**src/rtl/stereo_link_pkg.sv**
```systemverilog
package stereo_link_pkg;

  // Channel clock level for a bit position within the frame: left word first.
  function automatic logic lr_level(input int unsigned idx, input int unsigned word_w);
    return idx < word_w;
  endfunction

  // Word clock level: high for the first half of every word.
  function automatic logic wd_level(input int unsigned idx, input int unsigned word_w);
    return (idx % word_w) < (word_w / 2);
  endfunction

endpackage

```
**src/rtl/stereo_link_clkgen.sv**
```systemverilog
module stereo_link_clkgen #(
  parameter int HALF_DIV   = 2,
  parameter int FRAME_BITS = 32
) (
  input  logic                          clk,
  input  logic                          rst_n,
  output logic                          bit_clk,
  output logic [$clog2(FRAME_BITS)-1:0] bit_idx,
  output logic                          fall_evt,
  output logic                          frame_evt
);
  localparam int PW = (HALF_DIV > 1) ? $clog2(HALF_DIV) : 1;
  localparam int CW = $clog2(FRAME_BITS);
  localparam logic [PW-1:0] PLAST = PW'(HALF_DIV - 1);
  localparam logic [CW-1:0] ILAST = CW'(FRAME_BITS - 1);

  logic [PW-1:0] pcnt;
  logic          tick;

  assign tick      = (pcnt == PLAST);
  assign fall_evt  = tick & bit_clk;
  assign frame_evt = fall_evt & (bit_idx == ILAST);

  always_ff @(posedge clk) begin
    if (!rst_n) begin
      pcnt    <= '0;
      bit_clk <= 1'b1;
      bit_idx <= ILAST;
    end else begin
      pcnt <= tick ? '0 : pcnt + 1'b1;
      if (tick) bit_clk <= ~bit_clk;
      if (fall_evt) bit_idx <= (bit_idx == ILAST) ? '0 : bit_idx + 1'b1;
    end
  end
endmodule

```
**src/rtl/stereo_link_txshift.sv**
```systemverilog
module stereo_link_txshift #(
  parameter int WORD_W = 16
) (
  input  logic              clk,
  input  logic              rst_n,
  input  logic              fall_evt,
  input  logic              frame_evt,
  input  logic [WORD_W-1:0] in_left,
  input  logic [WORD_W-1:0] in_right,
  input  logic              in_valid,
  output logic              ser_data,
  output logic              underrun
);
  localparam int FW = 2 * WORD_W;

  logic [WORD_W-1:0] hold_l, hold_r;
  logic [FW-1:0]     shreg;

  assign ser_data = shreg[FW-1];

  always_ff @(posedge clk) begin
    if (!rst_n) begin
      hold_l   <= '0;
      hold_r   <= '0;
      shreg    <= '0;
      underrun <= 1'b0;
    end else if (frame_evt) begin
      if (in_valid) begin
        hold_l   <= in_left;
        hold_r   <= in_right;
        shreg    <= {in_left, in_right};
        underrun <= 1'b0;
      end else begin
        shreg    <= {hold_l, hold_r};
        underrun <= 1'b1;
      end
    end else if (fall_evt) begin
      shreg <= {shreg[FW-2:0], 1'b0};
    end
  end
endmodule

```
**src/rtl/stereo_link_deser.sv**
```systemverilog
module stereo_link_deser #(
  parameter int WORD_W = 16
) (
  input  logic              clk,
  input  logic              rst_n,
  input  logic              rx_sdata,
  input  logic              rx_bclk,
  input  logic              rx_lrclk,
  output logic [WORD_W-1:0] rx_left,
  output logic [WORD_W-1:0] rx_right,
  output logic              rx_valid,
  output logic              rx_frame_err
);
  localparam int NW = $clog2(WORD_W) + 2;
  localparam logic [NW-1:0] NMAX  = '1;
  localparam logic [NW-1:0] NWORD = NW'(WORD_W);

  logic              bclk_q, lr_last, synced, left_ok;
  logic [WORD_W-1:0] sh, left_buf;
  logic [NW-1:0]     nbits;
  logic              rise, boundary, word_ok;

  assign rise     = rx_bclk & ~bclk_q;
  assign boundary = rise & (rx_lrclk != lr_last);
  assign word_ok  = (nbits == NWORD);

  always_ff @(posedge clk) begin
    if (!rst_n) begin
      bclk_q       <= 1'b0;
      lr_last      <= 1'b0;
      synced       <= 1'b0;
      left_ok      <= 1'b0;
      sh           <= '0;
      left_buf     <= '0;
      nbits        <= '0;
      rx_left      <= '0;
      rx_right     <= '0;
      rx_valid     <= 1'b0;
      rx_frame_err <= 1'b0;
    end else begin
      bclk_q       <= rx_bclk;
      rx_valid     <= 1'b0;
      rx_frame_err <= 1'b0;
      if (rise) begin
        lr_last <= rx_lrclk;
        if (boundary) begin
          synced <= 1'b1;
          if (synced) begin
            if (!word_ok) rx_frame_err <= 1'b1;
            if (lr_last) begin
              left_ok  <= word_ok;
              left_buf <= sh;
            end else begin
              left_ok <= 1'b0;
              if (word_ok && left_ok) begin
                rx_valid <= 1'b1;
                rx_left  <= left_buf;
                rx_right <= sh;
              end
            end
          end
          sh    <= {{(WORD_W-1){1'b0}}, rx_sdata};
          nbits <= NW'(1);
        end else begin
          sh    <= {sh[WORD_W-2:0], rx_sdata};
          nbits <= (nbits == NMAX) ? nbits : nbits + 1'b1;
        end
      end
    end
  end
endmodule

```
**src/rtl/stereo_stream_link.sv**
```systemverilog
module stereo_stream_link #(
  parameter int WORD_W   = 16,
  parameter int HALF_DIV = 2
) (
  input  logic              clk,
  input  logic              rst_n,
  input  logic [WORD_W-1:0] in_left,
  input  logic [WORD_W-1:0] in_right,
  input  logic              in_valid,
  output logic              in_ready,
  output logic              ser_data,
  output logic              bit_clk,
  output logic              lr_clk,
  output logic              word_clk,
  output logic              underrun,
  input  logic              rx_sdata,
  input  logic              rx_bclk,
  input  logic              rx_lrclk,
  output logic [WORD_W-1:0] rx_left,
  output logic [WORD_W-1:0] rx_right,
  output logic              rx_valid,
  output logic              rx_frame_err
);
  import stereo_link_pkg::*;

  localparam int FRAME_BITS = 2 * WORD_W;
  localparam int CW = $clog2(FRAME_BITS);

  logic [CW-1:0] bit_idx;
  logic          fall_evt, frame_evt;

  stereo_link_clkgen #(.HALF_DIV(HALF_DIV), .FRAME_BITS(FRAME_BITS)) u_clkgen (
    .clk(clk), .rst_n(rst_n), .bit_clk(bit_clk), .bit_idx(bit_idx),
    .fall_evt(fall_evt), .frame_evt(frame_evt)
  );

  stereo_link_txshift #(.WORD_W(WORD_W)) u_tx (
    .clk(clk), .rst_n(rst_n), .fall_evt(fall_evt), .frame_evt(frame_evt),
    .in_left(in_left), .in_right(in_right), .in_valid(in_valid),
    .ser_data(ser_data), .underrun(underrun)
  );

  stereo_link_deser #(.WORD_W(WORD_W)) u_rx (
    .clk(clk), .rst_n(rst_n), .rx_sdata(rx_sdata), .rx_bclk(rx_bclk),
    .rx_lrclk(rx_lrclk), .rx_left(rx_left), .rx_right(rx_right),
    .rx_valid(rx_valid), .rx_frame_err(rx_frame_err)
  );

  assign in_ready = frame_evt;
  assign lr_clk   = lr_level(32'(bit_idx), WORD_W);
  assign word_clk = wd_level(32'(bit_idx), WORD_W);
endmodule

```
**config.mk**
```make
export PLATFORM = sky130hd
export DESIGN_NAME = stereo_stream_link
export DESIGN_NICKNAME = d
export VERILOG_FILES = /design/src/rtl/stereo_link_pkg.sv /design/src/rtl/stereo_link_clkgen.sv /design/src/rtl/stereo_link_txshift.sv /design/src/rtl/stereo_link_deser.sv /design/src/rtl/stereo_stream_link.sv
export SDC_FILE = /design/constraint.sdc
export NUM_CORES = 1
export LEC_CHECK = 0
export ABC_AREA = 1
export BUFFER_PORTS_ARGS = -buffer_cell sky130_fd_sc_hd__buf_4
export CORE_MARGIN = 1.5
export CORE_UTILIZATION = 35
export DETAILED_ROUTE_END_ITERATION = 16
export GPL_ROUTABILITY_DRIVEN = 0
export GPL_TIMING_DRIVEN = 0
export PLACE_DENSITY = 0.54
export SLEW_MARGIN = 20
export SYNTH_ARGS = -nofsm -noshare
export SYNTH_HDL_FRONTEND = slang
export SYNTH_HIERARCHICAL = 1
export SYNTH_SLANG_ARGS = --single-unit
```
**constraint.sdc**
```tcl
create_clock -name clk -period 1.7 [get_ports clk]
set_clock_uncertainty 0.1 [all_clocks]
set_input_delay 0.085 -clock clk [delete_from_list [all_inputs] [get_ports clk]]
set_output_delay 0.085 -clock clk [all_outputs]
set_load 0.02 [all_outputs]
```
* Yosys cells after proc, flatten, opt, wreduce, memory -nomap -nowiden
Cells that the tools add are included.
** Operators by class
- $add $sub $neg :: 3
- Order comparisons :: 2
- Reductions and logical operators :: 11
- Equal/unequal tests :: 5
- Bitwise gates (word level) :: 11
- Mux-type cells :: 11
** Operators with widths (count)
- $mux W32 :: 3
- $mux W16 :: 1
- $mux W6 :: 2
- $reduce_and A4 Y1 :: 2
- $not A1 Y1 :: 7
- $add A6 B1 Y6 const B :: 1
- $eq A6 B5 Y1 const B :: 1
- $eq A6 B6 Y1 const B :: 1
- $reduce_and A2 Y1 :: 3
- $add A5 B1 Y5 const B :: 1
- $eq A5 B5 Y1 const B :: 1
- $lt A5 B5 Y1 const B :: 1
- $mux W5 :: 1
- $reduce_and A5 Y1 :: 1
- $reduce_or A5 Y1 :: 1
- $and A1 B1 Y1 :: 4
- $lt A4 B4 Y1 const B :: 1
- $mux W1 :: 4
- $reduce_and A3 Y1 :: 1
- $ne A2 B1 Y1 const B :: 1
- $reduce_bool A2 Y1 :: 1
- $reduce_or A2 Y1 :: 1
- $add A1 B1 Y1 const B :: 1
- $logic_and A1 B1 Y1 :: 1
- $ne A1 B1 Y1 :: 1
** Word-level totals
- Logic and storage cells :: 61
- Input port bits :: 38
- Register bits :: 148
- Output and inout bits :: 40

* Logic depth before layout (Yosys ltp)
- Depth in word-level cells :: 5
- Mapped depth :: 13
- Depth with buffers taken out :: 11

* Modules after synthesis
Netlist, hierarchy kept.
** Modules (own cells, without submodules)
- stereo_link_deser :: cells each 423, sequential area each 1521.5 um^2, instances 1, area an instance 3134.3 um^2
- stereo_link_txshift :: cells each 421, sequential area each 1301.2 um^2, instances 1, area an instance 2914.0 um^2
- stereo_link_clkgen :: cells each 41, sequential area each 140.1 um^2, instances 1, area an instance 322.8 um^2
- stereo_stream_link :: cells each 2, sequential area each 0.0 um^2, instances 1, area an instance 7.5 um^2

* Worst setup path after synthesis
Ideal clock, no wire load.
- Path type :: register to register
- From :: register u_clkgen.bit_idx[0]
- To :: register u_tx.shreg[12]
- Arrival :: 1.691 ns
- Buffers on the path :: 2
- Period minus slack after synthesis :: 1.908 ns
- Setup slack :: -0.208 ns
- Cell stages (with the launch flop) :: 14
- Data required time :: 1.483 ns
- Library setup time :: 0.117 ns
- Cell sequence :: dfxtp_1 ha_1 inv_1 nor2_1 ha_1 nand2_2 inv_1 buf_6 inv_6 buf_4 nand2_1 nand3_1 nor2_1 nor2_1
** Between the ends
- Word-level cells in the longest chain between the ends :: 3
- Elaborated cells between the ends (all ways) :: 4
- Those cells by class :: eq/ne (1); mux (1); bitwise (1); reduce/logical (1)
** RTL lines
- from (decl) :: line stereo_link_clkgen.sv:8 : output logic [$clog2(FRAME_BITS)-1:0] bit_idx,
- from (signal assigned) :: line stereo_link_clkgen.sv:32 : if (fall_evt) bit_idx <= (bit_idx == ILAST) ? '0 : bit_idx + 1'b1;
- $eq A5 B5 Y1 (*) :: line stereo_link_clkgen.sv:22 : assign frame_evt = fall_evt & (bit_idx == ILAST);
- $and A1 B1 Y1 (*) :: line stereo_link_clkgen.sv:22
- net in_ready :: line stereo_stream_link.sv:10 : output logic in_ready,
- $mux W32 or $reduce_bool A2 Y1 (tied branches)
- to (signal assigned) :: line stereo_link_txshift.sv:31 : shreg <= {in_left, in_right};
- to (signal assigned) :: line stereo_link_txshift.sv:34 : shreg <= {hold_l, hold_r};
- to (signal assigned) :: line stereo_link_txshift.sv:38 : shreg <= {shreg[FW-2:0], 1'b0};
- to (decl) :: line stereo_link_txshift.sv:17 : logic [FW-1:0] shreg;
Mark *: on every way through the listed nets, which the timed path passes. The rest lies on a longest branch.
A chain may end at the register's enable or synchronous reset.

* Final worst setup path
- From :: register u_clkgen.bit_idx[1]
- To :: register u_tx.shreg[16]
** Between the ends
- Word-level cells in the longest chain between the ends :: 3
- Elaborated cells between the ends (all ways) :: 4
- Those cells by class :: eq/ne (1); mux (1); bitwise (1); reduce/logical (1)
** RTL lines (line)
- $eq A5 B5 Y1 (*) :: stereo_link_clkgen.sv:22
- $and A1 B1 Y1 (*) :: stereo_link_clkgen.sv:22
- $mux W32 or $reduce_bool A2 Y1 (tied branches)
Every way passes the cells marked *; elsewhere a longest branch is shown, timed or not.

==> results_dict.tcl <==
set metrics [dict create \
    outcome "finished, violations left" \
    violations "negative setup slack" \
    holdPathEnd "u_rx/bclk_q$_SDFF_PN0_" \
    vias_per_cell 4.72 \
    port_buffers 76 \
    synth-main-ff-cell "dfxtp_1" \
    clk_pin_slew_ns 0.06 \
    tritoncts.num_buffers 17 \
    yosys_warnings 6 \
    hold_viol 0 \
    cp_cell_sequence "ha_4, inv_2, nor2_2, ha_2, nand2_4, inv_4, buf_12, inv_12, nand2_8, buf_8, nand3_1, nor2_1, nor2_1" \
    antenna_cells 0 \
    grt_pass1_wl_um 28200 \
    placed_area_sq_mm 0.00728 \
    fin_tns_setup_ns -4.58 \
    post_synth_num_cell_types 32 \
    cts_max_path_buffers 2 \
    cp.depth 13 \
    end_kind "register" \
    fin_crit_sh_pct 107 \
    worst_slack_ns -0.122 \
    layout_common_cells "nor2_1 (162), dfxtp_1 (142), nand2_1 (136), nand3_1 (107), buf_4 (95)" \
    grt-ovfl-total 0 \
    slowest_delay_ns 0.36 \
    multi_input_area_sq_mm 0.00291 \
    path_buf_inv 5 \
    grt_pass1_vias 5708 \
    cts_tree "yes" \
    cts_sinks 148 \
    peakVddDrop_mv 0.757 \
    rsz0062_at_grt "yes" \
    netlist_instances 887 \
    setup_viol 63 \
    die_area_sq_mm 0.0190 \
    antenna_found_initial 0 \
    fin_crit_ns 1.82 \
    insertion_delay_ns 0.42 \
    mostFrequentLayoutCell "nor2_1" \
    drive_above_1_share_pct 22.5 \
    cpMaxStageDelayCell "dfxtp_4" \
    syn_area_sq_mm 0.00638 \
    synth_nets 929 \
    reg2reg_slack_ns -0.12 \
    required_ns 1.92 \
    firstDrtPassIters 5 \
    p_per_area_mw_per_mm2 995 \
    critPathMaxFanout 10 \
    num_rows 49 \
    crit_top_cell "nor2_1" \
    place_inst 1192 \
    route.vias.total 6037 \
    critPathLaunchType "register" \
    drc 0 \
    drt-total-wl_um 17600 \
    track_usage_pct 18.3 \
    layout.area.seq_sq_mm 0.00298 \
    max_freq_mhz 549 \
    maxCapViolCount 0 \
    ioPinCount 78 \
    synth.avg_cell_area_sq_um 7.19 \
    grt_max_degree 17 \
    die_h_um 138 \
    ys_ff_latch 148 \
    crit_type "reg -> reg" \
    initial_core_util_pct 35.6 \
    die_w_um 138 \
    wl_per_cell_um 13.8 \
    final_cells 1280 \
    syn_to_final_growth_pct 36.1 \
    holdPathStages 4 \
    rr_worst_depth 13 \
    synth-edff-count 0 \
    hold_path_class "in -> reg" \
    r2r-end "u_tx/shreg[16]$_SDFFE_PN0P_" \
    ctsHtreeMaxLevel 4 \
    synthArstFlopShare_pct 0 \
    drt_iter0_drc 252 \
    dp_hpwl_um 11600 \
    leakagePower_uw 0.00350 \
    min_from "rx_bclk" \
    fin_area_sq_mm 0.00868 \
    slew_headroom_pct 59.5 \
    worstPathArrival_ns 2.04 \
    whs_ns 0.317 \
    cts_root_buffer "clkbuf_16" \
    tightest_slew_ns 0.608 \
    core_area_sq_mm 0.0179 \
    final_nets 1080 \
    nFillCells 1802 \
    slew_violations 0 \
    yosysSeqAreaShare_pct 46.4 \
    timing.rr.start "u_clkgen/bit_idx[1]$_SDFFE_PN1P_" \
    cp_top_family "simple AND/OR/NAND/NOR gates" \
    ant_nets 0 \
]
==> metal layers <==
layer,part of all wire (%),vias up,global-route usage [%]
met3,3.4,13,4.81
met1,46,2773,22.2
met4,1.2,0,4.82
met5,0,-,0
met2,50,113,32.1
li1,-,3138,-
==> worst reg2reg max path: stages (launching register included) <==
cell and delay (ns):
dfxtp_4 0.36, ha_4 0.14, inv_2 0.04, nor2_2 0.07, ha_2 0.21, nand2_4 0.06
inv_4 0.06, buf_12 0.13, inv_12 0.06, nand2_8 0.11, buf_8 0.15, nand3_1 0.07
nor2_1 0.12, nor2_1 0.05
==> final cells by class <==
class / instances / share of cell area (%)
clock inverter: 14 / 1.38
buffer: 53 / 5.03
timing repair buffer: 131 / 13.1
sequential: 148 / 34.3
clock buffer: 18 / 5.06
inverter: 96 / 4.38
multi-input combinational: 591 / 33.5
tap: 229 / 3.30
==> registers in the layout (all words and copies together), names as in the netlist, 5 cells and up <==
name / flops
u_tx/shreg: 32
u_rx/left_buf: 16
u_rx/rx_left: 16
u_rx/rx_right: 16
u_rx/sh: 16
u_tx/hold_l: 16
u_tx/hold_r: 16
u_rx/nbits: 6
u_clkgen/bit_idx: 5
==> synthesized netlist by cell type, types with 7 or more instances <==
cell	number	area, sq um
a21oi_1	57	285
buf_1	8	30.0
buf_2	11	55.1
buf_4	12	90.1
buf_6	11	124
clkbuf_1	11	41.3
dfxtp_1	148	2960
inv_1	90	338
nand2_1	140	526
nand3_1	128	641
nor2_1	175	657
o21ai_0	32	160
o21ai_1	23	115
o31ai_1	7	52.6
==> cell families (layout without fill, tap and decap cells) <==
| group | Yosys count | after routing | synth area share [%] |
|---|---|---|---|
| DFF | 148 | 148 | 46.4 |
| AOI/OAI and AO/OA | 125 | 125 | 10.3 |
| buffers and inverters | 149 | 312 | 11.1 |
| and+or+nand+nor | 461 | 462 | 31.4 |
| adders and majority gates | 4 | 4 | 0.785 |
==> worst max-delay path by stage <==
stage	startpoint	to	slack (ns)
floorplan	u_clkgen/bit_idx[1]$_SDFFE_PN1P_	u_tx/shreg[10]$_SDFFE_PN0P_	-0.02
global placement	u_clkgen/bit_idx[0]$_SDFFE_PN1P_	u_tx/shreg[16]$_SDFFE_PN0P_	-0.21
detailed placement	u_clkgen/bit_idx[0]$_SDFFE_PN1P_	u_tx/shreg[4]$_SDFFE_PN0P_	-0.22
CTS	u_clkgen/bit_idx[1]$_SDFFE_PN1P_	u_tx/shreg[16]$_SDFFE_PN0P_	-0.11
global route	u_clkgen/bit_idx[1]$_SDFFE_PN1P_	u_tx/shreg[13]$_SDFFE_PN0P_	-0.23
finish	u_clkgen/bit_idx[1]$_SDFFE_PN1P_	u_tx/shreg[16]$_SDFFE_PN0P_	-0.12
==> timing repair <==
action                                 4_1_cts  5_1_grt
pin swaps                                    4       18
gates resized for setup                     27       57
endpoints found under the hold margin       76        0
hold buffers                                37        0
setup endpoints to repair                   94      108
setup buffers                                7        8
cloned                                       2        2
==> through the flow <==
step,power (uW),utilization (%),worst slack (ns)
2_1_floorplan,4540,-,-0.0214
3_3_place_gp,4860,40.7,-0.207
3_5_place_dp,4870,40.7,-0.218
4_1_cts,8650,46.9,-0.109
5_1_grt,9090,48.5,-0.226
6_report,8640,48.5,-0.122
==> power breakdown <==
group          switching, uW  leakage, uW  internal (uW)
logic                    731      0.00203            598
clock network           1630     0.000268           1950
registers               94.8      0.00120           3630
Power figures use the tool's default switching activity.
